`src/rtl/ipi_pkg.sv`:
```
package ipi_pkg;
  localparam logic [15:0] ADDR_EVENT = 16'h2004;
  localparam logic [15:0] ADDR_SEND  = 16'h2008;
  localparam logic [15:0] ADDR_ACK   = 16'h200C;
  localparam logic [15:0] ADDR_MSET  = 16'h2024;
  localparam logic [15:0] ADDR_MCLR  = 16'h2028;
  localparam logic [3:0]  PCPU_PAGE  = 4'h5;
  localparam logic [6:0]  PCPU_SET   = 7'h08;
  localparam logic [6:0]  PCPU_CLR   = 7'h0C;
  localparam logic [6:0]  PCPU_MSET  = 7'h24;
  localparam logic [6:0]  PCPU_MCLR  = 7'h28;
  localparam logic [7:0]  EVT_TYPE_IPI = 8'd4;

  // bit 0 = other, bit 1 = self
  typedef struct packed {
    logic [1:0] pset;
    logic [1:0] pclr;
    logic [1:0] mset;
    logic [1:0] mclr;
  } ipi_op_t;
endpackage

```
`src/rtl/ipi_decode.sv`:
```
module ipi_decode
  import ipi_pkg::*;
#(
  parameter int NUM_CPU = 4,
  parameter int CPU_W   = 2
) (
  input  logic                     wr_en_i,
  input  logic [CPU_W-1:0]         cpu_id_i,
  input  logic [15:0]              addr_i,
  input  logic [31:0]              wdata_i,
  output ipi_op_t [NUM_CPU-1:0]    ops_o
);
  logic [1:0] kinds;
  logic       pcpu_page;
  logic [4:0] pcpu_idx;
  logic [6:0] pcpu_reg;

  assign kinds     = {wdata_i[31], wdata_i[0]};
  assign pcpu_page = (addr_i[15:12] == PCPU_PAGE);
  assign pcpu_idx  = addr_i[11:7];
  assign pcpu_reg  = addr_i[6:0];

  always_comb begin
    ops_o = '0;
    if (wr_en_i) begin
      for (int c = 0; c < NUM_CPU; c++) begin
        if (addr_i == ADDR_SEND) begin
          ops_o[c].pset[0] = wdata_i[c];
          if (cpu_id_i == CPU_W'(c)) ops_o[c].pset[1] = wdata_i[31];
        end
        if (cpu_id_i == CPU_W'(c)) begin
          if (addr_i == ADDR_ACK)  ops_o[c].pclr = kinds;
          if (addr_i == ADDR_MSET) ops_o[c].mset = kinds;
          if (addr_i == ADDR_MCLR) ops_o[c].mclr = kinds;
        end
        if (pcpu_page && pcpu_idx == 5'(c)) begin
          case (pcpu_reg)
            PCPU_SET:  ops_o[c].pset = ops_o[c].pset | kinds;
            PCPU_CLR:  ops_o[c].pclr = ops_o[c].pclr | kinds;
            PCPU_MSET: ops_o[c].mset = ops_o[c].mset | kinds;
            PCPU_MCLR: ops_o[c].mclr = ops_o[c].mclr | kinds;
            default: ;
          endcase
        end
      end
    end
  end
endmodule

```
`src/rtl/ipi_slot.sv`:
```
module ipi_slot
  import ipi_pkg::*;
(
  input  logic       clk_i,
  input  logic       rst_ni,
  input  ipi_op_t    op_i,
  input  logic [1:0] dlv_i,
  output logic [1:0] pend_o,
  output logic [1:0] msk_o,
  output logic       req_o
);
  logic [1:0] pend_q, msk_q;

  always_ff @(posedge clk_i or negedge rst_ni) begin
    if (!rst_ni) begin
      pend_q <= '0;
      msk_q  <= '1;
    end else begin
      pend_q <= (pend_q | op_i.pset) & ~op_i.pclr;
      // delivery auto-masks; pending kept until acknowledged
      msk_q  <= (msk_q | op_i.mset | dlv_i) & ~op_i.mclr;
    end
  end

  assign pend_o = pend_q;
  assign msk_o  = msk_q;
  assign req_o  = |(pend_q & ~msk_q);
endmodule

```
`src/rtl/ipi_unit.sv`:
```
module ipi_unit
  import ipi_pkg::*;
#(
  parameter int NUM_CPU = 4,
  localparam int CPU_W  = (NUM_CPU > 1) ? $clog2(NUM_CPU) : 1
) (
  input  logic               clk_i,
  input  logic               rst_ni,
  input  logic [CPU_W-1:0]   cpu_id_i,
  input  logic               wr_en_i,
  input  logic               rd_en_i,
  input  logic [15:0]        addr_i,
  input  logic [31:0]        wdata_i,
  input  logic [NUM_CPU-1:0] hw_irq_i,
  output logic [31:0]        rdata_o,
  output logic [NUM_CPU-1:0] ipi_req_o
);
  ipi_op_t [NUM_CPU-1:0]    ops;
  logic [NUM_CPU-1:0][1:0]  pend, msk, dlv;
  logic                     evt_rd, req_hw;
  logic [1:0]               req_avail, pick;
  logic [31:0]              evt_word;

  ipi_decode #(.NUM_CPU(NUM_CPU), .CPU_W(CPU_W)) u_decode (
    .wr_en_i (wr_en_i),
    .cpu_id_i(cpu_id_i),
    .addr_i  (addr_i),
    .wdata_i (wdata_i),
    .ops_o   (ops)
  );

  assign evt_rd = rd_en_i && (addr_i == ADDR_EVENT);

  always_comb begin
    req_avail = '0;
    req_hw    = 1'b0;
    for (int c = 0; c < NUM_CPU; c++) begin
      if (cpu_id_i == CPU_W'(c)) begin
        req_avail = pend[c] & ~msk[c];
        req_hw    = hw_irq_i[c];
      end
    end
  end

  // other (number 1) ahead of self (number 2)
  always_comb begin
    pick = '0;
    if (evt_rd && !req_hw) begin
      if (req_avail[0])      pick = 2'b01;
      else if (req_avail[1]) pick = 2'b10;
    end
  end

  assign evt_word = (pick == 2'b00) ? 32'h0 : {8'h00, EVT_TYPE_IPI, 14'h0, pick};

  for (genvar g = 0; g < NUM_CPU; g++) begin : g_slot
    assign dlv[g] = (cpu_id_i == CPU_W'(g)) ? pick : 2'b00;
    ipi_slot u_slot (
      .clk_i (clk_i),
      .rst_ni(rst_ni),
      .op_i  (ops[g]),
      .dlv_i (dlv[g]),
      .pend_o(pend[g]),
      .msk_o (msk[g]),
      .req_o (ipi_req_o[g])
    );
  end

  always_ff @(posedge clk_i or negedge rst_ni) begin
    if (!rst_ni) rdata_o <= '0;
    else         rdata_o <= evt_word;
  end
endmodule

```
`config.mk`:
```
export PLATFORM = sky130hd
export DESIGN_NAME = ipi_unit
export DESIGN_NICKNAME = d
export VERILOG_FILES = /design/src/rtl/ipi_pkg.sv /design/src/rtl/ipi_decode.sv /design/src/rtl/ipi_slot.sv /design/src/rtl/ipi_unit.sv
export SDC_FILE = /design/constraint.sdc
export NUM_CORES = 1
export LEC_CHECK = 0
export BUFFER_PORTS_ARGS = -buffer_cell sky130_fd_sc_hd__buf_2
export CORE_ASPECT_RATIO = 1.25
export CORE_MARGIN = 2
export CORE_UTILIZATION = 40
export DETAILED_ROUTE_END_ITERATION = 10
export PLACE_DENSITY = 0.78
export SKIP_CTS_REPAIR_TIMING = 1
export SLEW_MARGIN = 20
export SYNTH_ARGS = -nofsm -noshare
export SYNTH_HDL_FRONTEND = slang
export SYNTH_SLANG_ARGS = --single-unit
export TNS_END_PERCENT = 50
```
`constraint.sdc`:
```
create_clock -name clk_i -period 1.7 [get_ports clk_i]
set_input_delay 0.255 -clock clk_i [delete_from_list [all_inputs] [get_ports clk_i]]
set_output_delay 0.255 -clock clk_i [all_outputs]
set_load 0.05 [all_outputs]
```
* Word-level counts from Yosys, hierarchy flattened *
Cells that the tools add are included.

word-level totals
  bits in registers = 35
  bits of input ports = 58
  output and inout bits = 36

operators by class
  equal/unequal tests = 16
  multiplexer cells = 60
  bitwise logic cells = 52
  reduce and logical (&&, ||, !) cells = 14

operator list
  cell                                                                     count
  16-bit by 14-bit equality test with 1-bit output, second input constant  5
  2-bit 2-to-1 mux                                                         38
  2-bit bitwise OR                                                         28
  6-bit 2-to-1 mux                                                         8
  32-bit 2-to-1 mux                                                        1
  8-bit 2-to-1 mux                                                         4
  2-bit AND                                                                12
  2-bit inverter                                                           12
  19-bit 2-to-1 mux                                                        1
  7-bit by 4-bit equality test with 1-bit output, second input constant    2
  7-bit by 6-bit equality test with 1-bit output, second input constant    2
  5-bit by 2-bit equality test with 1-bit output, second input constant    2
  1-bit 2-to-1 mux                                                         8
  2-bit OR reduction                                                       4
  1-bit logical AND                                                        6
  5-bit by 1-bit equality test with 1-bit output, second input constant    1
  5-bit logical NOT                                                        1
  2-bit equality test, second input constant                               2
  4-bit by 3-bit equality test with 1-bit output, second input constant    1
  2-bit logical NOT                                                        2
  2-bit by 1-bit equality test with 1-bit output, second input constant    1
  1-bit logical NOT                                                        1

* Depth between registers and ports, before layout *
  word-level depth = 12
  mapped depth = 6
  depth with buffers taken out = 5

* By module *
A second synthesis with hierarchy kept.

second synthesis, totals
  cell total of the unflattened synthesis = 211
  area, all modules = 1800.5 µm²

by module, submodules not included
  module      times used  cells an instance  area each (µm²)  sequential area each (µm²)
  ipi_unit    1           69                 613.1            75.1
  ipi_slot    4           15                 148.9            102.6
  ipi_decode  1           82                 591.8            0.0

* Worst setup path before layout *
No wires, ideal clock.

  path type = register to register
  from = register g_slot[3].u_slot.msk_q[0]
  to = register g_slot[3].u_slot.msk_q[1]
  library setup time = 0.073 ns
  arrival = 1.680 ns
  setup slack = -0.053 ns
  cell stages (with the launch flop) = 6
  clock period less this slack = 1.753 ns
  cell sequence = dfstp_2 and4b_1 nor4_1 nor3b_1 a211oi_1 a21oi_1

between the ends
  longest elaborated chain between the ends = 8

ends and longest elaborated chain
  what                      line            RTL
  start: declaration        ipi_slot.sv:12  logic [1:0] pend_q, msk_q;
  start signal: assignment  ipi_slot.sv:21  msk_q <= (msk_q | op_i.mset | dlv_i) & ~op_i.mclr;
  2-bit inverter            ipi_unit.sv:39  req_avail = pend[c] & ~msk[c];
  2-bit AND                 ipi_unit.sv:39
  2-bit 2-to-1 mux          ipi_unit.sv:38  if (cpu_id_i == CPU_W'(c)) begin
  2-bit 2-to-1 mux          ipi_unit.sv:49  if (req_avail[0]) pick = 2'b01;
  2-bit 2-to-1 mux          ipi_unit.sv:48  if (evt_rd && !req_hw) begin
  2-bit 2-to-1 mux          ipi_unit.sv:57  assign dlv[g] = (cpu_id_i == CPU_W'(g)) ? pick : 2'b00;
  2-bit bitwise OR          ipi_slot.sv:21
  2-bit AND                 ipi_slot.sv:21

No other way between the ends.

* Final worst setup path *
  from = register g_slot[0].u_slot.pend_q[0]
  to = register g_slot[3].u_slot.msk_q[1]

between the ends
  longest elaborated chain between the ends = 10

ends and longest elaborated chain
  what                            line            RTL
  start: declaration              ipi_slot.sv:12
  start signal: assignment        ipi_slot.sv:19  pend_q <= (pend_q | op_i.pset) & ~op_i.pclr;
  2-bit AND                       ipi_unit.sv:39
  2-bit 2-to-1 mux (4 in series)  ipi_unit.sv:38
  2-bit 2-to-1 mux                ipi_unit.sv:49
  2-bit 2-to-1 mux                ipi_unit.sv:48
  2-bit 2-to-1 mux                ipi_unit.sv:57
  2-bit bitwise OR                ipi_slot.sv:21
  2-bit AND                       ipi_slot.sv:21

No other way between the ends.

==> out/metrics.yaml <==
status: "completed"
wl_um: 4290
path_cells: "nor4b_1, nor4_4, nor3b_1, a211oi_1, a21oi_1"
yosys.area_share.simple_pct: 28.6
critPathArrivalTime_ns: 1.85
io_pins: 94
start_util_pct: 41.9
critPathSlowestCell: "nor4b_1"
drcViolationCount: 0
r2r_setup_slack_ns: 0.05
fin_ws_ns: 0.0461
rows: 25
cts_tree: "built"
crit_path_start: "g_slot[0].u_slot.pend_o[0]"
dp_hpwl_um: 3410
ir_drop_uv: 283
final_common_cell: "buf_2"
netlist-cell-type-count: 43
hold_viol: 0
die_h_um: 74.4
synthMuxAreaShare_pct: 0.631
numCtsBuffers: 3
drt-vias-per-instance: 5.33
fillers: 380
layout-drive-gt1-share_pct: 36.1
relSlewSlack_pct: 54.6
drtPass1Iterations: 4
grt_max_degree: 20
synthAdderAreaFrac_pct: 0
synth_edf_count: 0
cp-endpoint: "g_slot[3].u_slot.msk_o[1]"
r2r_end: "g_slot[3].u_slot.msk_o[1]"
end_kind: "flop"
insertion_delay_ns: 0.26
start_kind: "flop"
layout_common_cells: "buf_2, buf_4, conb_1"
critPathMaxStageDelay_ns: 0.58
grt_pass1_wl_um: 6530
synth-seq-area-share_pct: 30.6
synth_xor_area_share_pct: 0
worst_pin_slew_ns: 0.672
syn_to_final_growth_pct: 25.7
p_leak_nw: 0.987
synth_top_area_cell: "dfrtp_1"
nNetsFinal: 311
vias: 1632
setup_viol: 0
fin_crit_sh_pct: 97.3
p_per_area_nw_per_um2: 534
netlist_area_um2: 1590
ys.flop_type: "dfrtp_1"
die_x_um: 60.3
syn_inst: 187
ys_ff_latch: 19
finalNonFillerCells: 306
port_buffers: 37
overflow: 0
synthTopCellsByArea: "dfrtp_1, buf_4, dfstp_2"
dieArea_um2: 4490
place_inst: 301
place_congestion: 0.903
critPathKind: "reg -> reg"
synthArstFlopShare_pct: 100
r2r-start: "g_slot[0].u_slot.pend_o[0]"
synth_top_area_share_pct: 17.4
drtIter0Drc: 51
fmax_mhz: 605
max_cap_viol_count: 0
clk_pin_slew_ns: 0.08
synth_compound_area_share_pct: 21.4
grtUsageTotal_pct: 19.3
cts_buffer_depth: 2
min_period_ns: 1.65
ys_warn_count: 0
synth_top_family_by_area: "simple AND/OR/NAND/NOR gates"
syn_avg_cell_area_um2: 8.48
ctsHtreeMaxLevel: 1
worstPathMaxFanout: 4
cts_root_buffer: "clkbuf_8"
dp_slack_ns: -0.202
slew_viol_final: 0
reg2reg_depth: 5
num_antenna_cells: 0
cts.sinks: 19
antenna_found_initial: 0
finalClockSkew_ns: 0.0117
ant_nets: 0
avgRoutedWirePerCell_um: 14.0
core-area_um2: 3780
cp_data_required_time_ns: 1.89
worstHoldPathType: "in -> reg"
grt_pass1_vias: 1425
-- power by group --
group | switching [mW] | leakage (nW) | internal (mW)
Clock | 0.158 | 0.0255 | 0.163
Sequential | 0.000148 | 0.231 | 0.453
Combinational | 0.222 | 0.730 | 0.0676
Total | 0.380 | 0.987 | 0.684
-- routing by layer --
metal	GRT usage (%)	share of wire, %
met3	3.83	8.5
met5	0	0
met2	32.6	51
met4	7.41	2.9
met1	23.9	38
-- flip-flops by register name (all words and copies together) (netlist names) --
signal	cells
g_slot.u_slot.msk_o	8
g_slot.u_slot.pend_o	8
rdata_o	3
-- through the flow --
step / utilization (%) / area [um2] / setup TNS [ns] / hold slack [ns] / power (mW)
3_3_place_gp: 50.8 / 1920 / -0.980 / 0.207 / 0.743
2_1_floorplan: - / 1700 / 0 / -0.0406 / 0.702
3_5_place_dp: 50.8 / 1920 / -1.64 / 0.215 / 0.745
4_1_cts: 52.0 / 1970 / 0 / -0.0715 / 1.06
6_report: 52.7 / 1990 / 0 / 0.242 / 1.06
5_1_grt: 52.7 / 1990 / -0.0377 / 0.234 / 1.11
-- layout make-up --
type                            count  area (um2)  share of cell area [%]
Tap cell                           54        67.6                    3.39
Multi-Input combinational cell    151         932                    46.8
Clock buffer                        3        41.3                    2.07
Timing Repair Buffer               69         428                    21.5
Clock inverter                      1        5.00                   0.251
Inverter                            9        33.8                    1.69
Sequential cell                    19         485                    24.4
-- cell usage after synthesis, types with 2 or more instances --
library cell / n
a21oi_1: 11
a22oi_1: 8
a31oi_1: 12
a32oi_1: 2
a41o_1: 3
and2_1: 2
and2_2: 2
and3_1: 6
and4b_1: 2
buf_4: 33
clkbuf_1: 2
dfrtp_1: 11
dfstp_2: 8
inv_1: 9
nand2_1: 10
nand2b_1: 4
nand3_1: 4
nand3b_1: 3
nand4_1: 4
nor2_1: 16
nor3_1: 2
nor3b_1: 4
nor4b_1: 3
nor4bb_1: 3
o21ai_0: 5
-- worst min-delay path by stage --
stage	from	endpoint	slack, ns	cells past startpoint
after CTS	rst_ni	rdata_o[18]	-0.07	1
after floorplan	rst_ni	g_slot[0].u_slot.pend_o[0]	-0.04	0
after global routing	hw_irq_i[1]	g_slot[1].u_slot.msk_o[0]	0.23	3
after global placement	rst_ni	rdata_o[0]	0.21	1
final	hw_irq_i[1]	g_slot[1].u_slot.msk_o[0]	0.24	3
after detailed placement	rst_ni	rdata_o[18]	0.21	1
-- critical path, delay by kind of cell (launching register included) --
kind	cells	cell delay, ns
AOI/OAI and AO/OA	2	0.31
and+or+nand+nor	3	0.88
DFF	1	0.40
-- kinds of logic after synthesis --
kind of cell           after synthesis
and+or+nand+nor                     73
buffers and inverters               45
DFF                                 19
muxes                                1
AOI/OAI and AO/OA                   48
other                                1
Note: power is estimated with default switching activity, not from simulation.
